### src/rtl/hif_irq_pkg.sv
package hif_irq_pkg;
  localparam int NSRC    = 3;
  localparam int SRC_IW  = $clog2(NSRC);
  // source index is also the priority rank: lower index is served first
  localparam int SRC_RX  = 0;
  localparam int SRC_TX  = 1;
  localparam int SRC_CMD = 2;
endpackage

### src/rtl/hif_irq_ctlreg.sv
module hif_irq_ctlreg
  import hif_irq_pkg::*;
#(
  parameter int FLAG_W = 2,
  localparam int CTL_W = NSRC + FLAG_W
) (
  input  logic              clk,
  input  logic              rst,
  input  logic              ctl_we,
  input  logic [CTL_W-1:0]  ctl_wdata,
  input  logic              hflag_we,
  input  logic [FLAG_W-1:0] hflag_wdata,
  output logic [CTL_W-1:0]  ctl_q,
  output logic [FLAG_W-1:0] hflag_q
);
  always_ff @(posedge clk) begin
    if (rst) begin
      ctl_q   <= '0;
      hflag_q <= '0;
    end else begin
      if (ctl_we)   ctl_q   <= ctl_wdata;
      if (hflag_we) hflag_q <= hflag_wdata;
    end
  end
endmodule

### src/rtl/hif_irq_datastat.sv
module hif_irq_datastat (
  input  logic clk,
  input  logic rst,
  input  logic host_rx_wr,
  input  logic cpu_rx_rd,
  input  logic host_tx_rd,
  input  logic cpu_tx_wr,
  output logic rx_full,
  output logic tx_empty
);
  // a fresh write into either data register wins over a same-cycle drain
  always_ff @(posedge clk) begin
    if (rst) begin
      rx_full  <= 1'b0;
      tx_empty <= 1'b1;
    end else begin
      if (host_rx_wr)     rx_full <= 1'b1;
      else if (cpu_rx_rd) rx_full <= 1'b0;
      if (cpu_tx_wr)       tx_empty <= 1'b0;
      else if (host_tx_rd) tx_empty <= 1'b1;
    end
  end
endmodule

### src/rtl/hif_irq_cmdvec.sv
module hif_irq_cmdvec #(
  parameter int VEC_W = 7
) (
  input  logic           clk,
  input  logic           rst,
  input  logic           cvr_we,
  input  logic [VEC_W:0] cvr_wdata,
  input  logic           cmd_done,
  output logic [VEC_W:0] cvr_q
);
  logic busy;
  assign busy = cvr_q[VEC_W];

  always_ff @(posedge clk) begin
    if (rst) begin
      cvr_q <= '0;
    end else if (busy) begin
      // routine number frozen until the core takes the command
      if (cmd_done) cvr_q[VEC_W] <= 1'b0;
    end else if (cvr_we) begin
      cvr_q <= cvr_wdata;
    end
  end
endmodule

### src/rtl/hif_irq_arb.sv
module hif_irq_arb
  import hif_irq_pkg::*;
#(
  parameter int VEC_W = 7,
  parameter logic [VEC_W:0] RX_ADDR = 'h60,
  parameter logic [VEC_W:0] TX_ADDR = 'h64,
  localparam int AW = VEC_W + 1
) (
  input  logic              clk,
  input  logic              rst,
  input  logic [NSRC-1:0]   armed,
  input  logic [VEC_W-1:0]  cmd_vec,
  input  logic              irq_ack,
  output logic              irq_req,
  output logic [AW-1:0]     irq_vec,
  output logic [SRC_IW-1:0] irq_src,
  output logic              cmd_done
);
  logic [AW-1:0]     src_addr [NSRC];
  logic              hit;
  logic [SRC_IW-1:0] sel;

  for (genvar g = 0; g < NSRC; g++) begin : g_addr
    if (g == SRC_CMD) begin : g_cmd
      assign src_addr[g] = {cmd_vec, 1'b0};
    end else if (g == SRC_RX) begin : g_rx
      assign src_addr[g] = RX_ADDR;
    end else begin : g_tx
      assign src_addr[g] = TX_ADDR;
    end
  end

  // fixed priority: lowest index wins
  always_comb begin
    hit = 1'b0;
    sel = '0;
    for (int i = NSRC - 1; i >= 0; i--) begin
      if (armed[i]) begin
        hit = 1'b1;
        sel = i[SRC_IW-1:0];
      end
    end
  end

  always_ff @(posedge clk) begin
    if (rst) begin
      irq_req <= 1'b0;
      irq_vec <= '0;
      irq_src <= '0;
    end else if (irq_req) begin
      if (irq_ack) irq_req <= 1'b0;
    end else if (hit) begin
      irq_req <= 1'b1;
      irq_vec <= src_addr[sel];
      irq_src <= sel;
    end
  end

  assign cmd_done = irq_req & irq_ack & (irq_src == SRC_IW'(SRC_CMD));
endmodule

### src/rtl/hif_irq_ctrl.sv
module hif_irq_ctrl
  import hif_irq_pkg::*;
#(
  parameter int VEC_W  = 7,
  parameter int FLAG_W = 2,
  parameter logic [VEC_W:0] RX_VEC_ADDR = 'h60,
  parameter logic [VEC_W:0] TX_VEC_ADDR = 'h64
) (
  input  logic                   clk,
  input  logic                   rst,
  input  logic                   cpu_ctl_we,
  input  logic [NSRC+FLAG_W-1:0] cpu_ctl_wdata,
  output logic [NSRC+FLAG_W-1:0] cpu_ctl_q,
  output logic [NSRC+FLAG_W-1:0] cpu_stat_q,
  input  logic                   cpu_rx_rd,
  input  logic                   cpu_tx_wr,
  input  logic                   host_rx_wr,
  input  logic                   host_tx_rd,
  input  logic                   host_flag_we,
  input  logic [FLAG_W-1:0]      host_flag_wdata,
  output logic [FLAG_W-1:0]      host_flags_out,
  input  logic                   host_cvr_we,
  input  logic [VEC_W:0]         host_cvr_wdata,
  output logic [VEC_W:0]         host_cvr_q,
  output logic                   irq_req,
  output logic [VEC_W:0]         irq_vec,
  input  logic                   irq_ack
);
  localparam int CTL_W = NSRC + FLAG_W;

  logic [FLAG_W-1:0] hflag_q;
  logic              rx_full, tx_empty, cmd_pend, cmd_done;
  logic [NSRC-1:0]   pend;
  logic [SRC_IW-1:0] irq_src;

  hif_irq_ctlreg #(.FLAG_W(FLAG_W)) u_ctl (
    .clk(clk), .rst(rst),
    .ctl_we(cpu_ctl_we), .ctl_wdata(cpu_ctl_wdata),
    .hflag_we(host_flag_we), .hflag_wdata(host_flag_wdata),
    .ctl_q(cpu_ctl_q), .hflag_q(hflag_q)
  );

  hif_irq_datastat u_data (
    .clk(clk), .rst(rst),
    .host_rx_wr(host_rx_wr), .cpu_rx_rd(cpu_rx_rd),
    .host_tx_rd(host_tx_rd), .cpu_tx_wr(cpu_tx_wr),
    .rx_full(rx_full), .tx_empty(tx_empty)
  );

  hif_irq_cmdvec #(.VEC_W(VEC_W)) u_cvr (
    .clk(clk), .rst(rst),
    .cvr_we(host_cvr_we), .cvr_wdata(host_cvr_wdata),
    .cmd_done(cmd_done), .cvr_q(host_cvr_q)
  );

  assign cmd_pend = host_cvr_q[VEC_W];

  always_comb begin
    pend          = '0;
    pend[SRC_RX]  = rx_full;
    pend[SRC_TX]  = tx_empty;
    pend[SRC_CMD] = cmd_pend;
  end

  hif_irq_arb #(.VEC_W(VEC_W), .RX_ADDR(RX_VEC_ADDR), .TX_ADDR(TX_VEC_ADDR)) u_arb (
    .clk(clk), .rst(rst),
    .armed(pend & cpu_ctl_q[NSRC-1:0]),
    .cmd_vec(host_cvr_q[VEC_W-1:0]),
    .irq_ack(irq_ack),
    .irq_req(irq_req), .irq_vec(irq_vec), .irq_src(irq_src),
    .cmd_done(cmd_done)
  );

  assign cpu_stat_q     = {hflag_q, pend};
  assign host_flags_out = cpu_ctl_q[CTL_W-1:NSRC];
endmodule

### config.mk
export PLATFORM = sky130hd
export DESIGN_NAME = hif_irq_ctrl
export DESIGN_NICKNAME = d
export VERILOG_FILES = /design/src/rtl/hif_irq_pkg.sv /design/src/rtl/hif_irq_ctlreg.sv /design/src/rtl/hif_irq_datastat.sv /design/src/rtl/hif_irq_cmdvec.sv /design/src/rtl/hif_irq_arb.sv /design/src/rtl/hif_irq_ctrl.sv
export SDC_FILE = /design/constraint.sdc
export NUM_CORES = 1
export LEC_CHECK = 0
export BUFFER_PORTS_ARGS = -buffer_cell sky130_fd_sc_hd__buf_2
export CAP_MARGIN = 40
export CORE_ASPECT_RATIO = 0.8
export CORE_UTILIZATION = 51
export CTS_BUF_LIST = sky130_fd_sc_hd__clkbuf_4 sky130_fd_sc_hd__clkbuf_8
export DETAILED_ROUTE_END_ITERATION = 7
export PLACE_DENSITY_LB_ADDON = 0.3
export SLEW_MARGIN = 30
export SYNTH_ARGS = -nofsm -noshare
export SYNTH_HDL_FRONTEND = slang
export SYNTH_HIERARCHICAL = 1
export SYNTH_SLANG_ARGS = --single-unit
### constraint.sdc
create_clock -name clk -period 2.3 [get_ports clk]
set_input_delay 0.46 -clock clk [delete_from_list [all_inputs] [get_ports clk]]
set_output_delay 0.46 -clock clk [all_outputs]
set_load 0.1 [all_outputs]
==> out/metrics.yaml <==
tightest_slew_ns: 0.510
worstPathArrival_ns: 1.49
placed_area_um2: 1400
netlist_area_um2: 1180
period_share_pct: 84.6
fin_crit_ns: 1.95
nFillCells: 178
worst_slack_ns: 0.354
leakagePower_nw: 0.662
crit_path_start: "u_arb/irq_req"
io_buffers: 52
avgSynthCellArea_um2: 9.49
synth_top_family_by_area: "simple AND/OR/NAND/NOR gates"
cts.sinks: 27
synth-compound-area-share_pct: 14.5
final.setup.tns_ns: 0
drcViolationCount: 0
postCtsHoldBufs: 0
holdWs_ns: 0.303
synthesis.nets: 149
grt_max_degree: 35
die_area_um2: 2510
holdCritStartpoint: "cpu_tx_wr"
drv_cap: 0
viasPerCell: 5.18
cp-start-kind: "flip-flop"
synth_xor_area_share_pct: 0
hold_viol: 0
die_h_um: 45.0
cp_top_family: "flip-flops"
finalSetupViolCount: 0
path_max_fanout: 16
core_area_um2: 2160
yosys.area_share.adder_pct: 0
die_width_um: 55.7
cpPeakStageDelay_ns: 0.64
root_buffer: "clkbuf_4"
synth-simple-area-share_pct: 26.2
yosysWarningCount: 6
cts_tree: "yes"
slew_violations: 0
ir_drop_uv: 588
wl_per_cell_um: 12.1
layout-drive-gt1-share_pct: 36.5
path_buf_inv: 1
powerDensity_nw_per_um2: 749
finalPower_mw: 1.07
cts_made_buffers: 3
skew_ns: 0.00392
slowest_stage: "dfxtp_1"
r2r-start: "u_cvr/cvr_q[7]"
area_growth_pct: 21.5
max_freq_ghz: 0.514
worstHoldPathType: "primary input to flip-flop"
grt_pass1_wl_mm: 3.84
routed_wl_mm: 2.36
yosysSeqAreaShare_pct: 45.9
crit_chain: "buf_2"
synth.mux.area_fraction_pct: 5.95
cts_max_level: 1
outcome: "finished, final reports clean"
rsz0062_at_grt: "no"
clk_latency_ns: 0.32
vias: 1011
netlist_instances: 124
grt_util_all_layers_pct: 20.2
post_cts_buffers: 0
antenna_found_initial: 0
nets: 196
antennaDiodeCount: 0
fin_area_um2: 1430
gp_congestion: 0.691
cts_resized: 0
rows: 15
crit_required_ns: 1.84
ant_nets: 0
cts_buffer_depth: 2
grt_overflow: 0
place_ws_ns: 0.716
ios: 54
max_slew_margin_pct: 66.0
crit_type: "flip-flop to output pin"
synth_cell_types: 31
cp-end-kind: "output pin"
grt_pass1_vias: 881
dpl.hpwl_mm: 1.72
start_util_pct: 54.6
regArea_um2: 541
firstDrtPassIters: 4
synth-seq-cells: 27
drtIter0Drc: 21
multi_input_area_um2: 553
clk_pin_slew_ns: 0.13
[cells by family after synthesis]
group | after synthesis
buffers and inverters | 14
AO/OA/AOI/OAI | 29
multiplexers | 7
AND/OR/NAND/NOR | 46
flip-flops | 27
other | 1
[worst paths after layout]
path / to / slack, ns / cells after the start
max reg2reg: u_arb/irq_vec[5] / 0.70 / 4
min: u_data/tx_empty / 0.30 / 2
min reg2reg: u_arb/irq_vec[3] / 0.49 / 2
max: irq_req / 0.35 / 1
[where the power goes]
| group | switching (mW) | internal, mW | total, mW |
|---|---|---|---|
| sequential | 0.0251 | 0.495 | 0.520 |
| clock | 0.131 | 0.0798 | 0.210 |
| combinational | 0.272 | 0.0691 | 0.341 |
| total | 0.428 | 0.644 | 1.07 |
[cells in the final DEF, fill, tap and decap left out, types with 2 or more instances in the layout]
cell type / synthesis / final
o21a_1: 3 / 3
buf_2: 1 / 52
mux2i_1: 7 / 7
clkbuf_4: 0 / 4
o21ai_0: 5 / 5
inv_1: 4 / 4
o21ai_1: 6 / 6
nand4bb_1: 6 / 6
a21oi_1: 9 / 9
nand2_1: 5 / 5
o21bai_1: 2 / 2
nor2_1: 15 / 15
and2_1: 3 / 3
dfxtp_1: 27 / 27
nand2b_1: 9 / 9
[area by class of cell]
type | count | area share, %
Multi-Input combinational cell | 83 | 38.7
Sequential cell | 27 | 37.8
Timing Repair Buffer | 52 | 18.2
Tap cell | 25 | 2.19
Clock buffer | 4 | 2.10
Inverter | 4 | 1.05
[layer usage]
metal	vias up	wire length, um	global-route usage [%]
li1	513	-	-
met1	459	1100	23.3
met2	34	1080	35.4
met3	5	146	7.16
met4	0	34	7.50
met5	-	0	0
[through the flow]
stage | instances | util [%]
2_1_floorplan | 124 | -
3_3_place_gp | 191 | 64.9
3_5_place_dp | 191 | 64.9
4_1_cts | 195 | 66.3
5_1_grt | 195 | 66.3
6_report | 195 | 66.3
[sequential cells by signal, summed over array words and instances (netlist names)]
name / flops
u_data/tx_empty: 1
u_data/rx_full: 1
u_cvr/cvr_q: 8
u_ctl/ctl_q: 5
u_arb/irq_src: 2
u_ctl/hflag_q: 2
u_arb/irq_vec: 7
u_arb/irq_req: 1
[synth_stat cells]
library cell | count | share of area, %
nand2_1 | 5 | 1.6
dfxtp_1 | 27 | 46
nand4bb_2 | 1 | 1.4
and2b_4 | 1 | 0.85
buf_6 | 1 | 0.96
o21ai_0 | 5 | 2.1
o22ai_1 | 1 | 0.53
nand3b_1 | 1 | 0.64
and2_1 | 3 | 1.6
a21oi_1 | 9 | 3.8
nand2b_1 | 9 | 4.8
nor4b_4 | 1 | 2.0
a221oi_1 | 1 | 0.74
clkbuf_1 | 1 | 0.32
o21bai_1 | 2 | 1.3
buf_1 | 1 | 0.32
o21ai_2 | 1 | 0.74
nand4bb_1 | 6 | 5.7
nor2_1 | 15 | 4.8
nor3_2 | 1 | 0.85
buf_4 | 6 | 3.8
nor2b_1 | 1 | 0.53
nor3b_1 | 1 | 0.64
buf_2 | 1 | 0.42
and4b_1 | 1 | 0.85
conb_1 | 1 | 0.32
o21a_1 | 3 | 1.9
o21ai_1 | 6 | 2.6
a21oi_2 | 1 | 0.74
mux2i_1 | 7 | 6.0
inv_1 | 4 | 1.3
(Power assumes the default switching activity.)
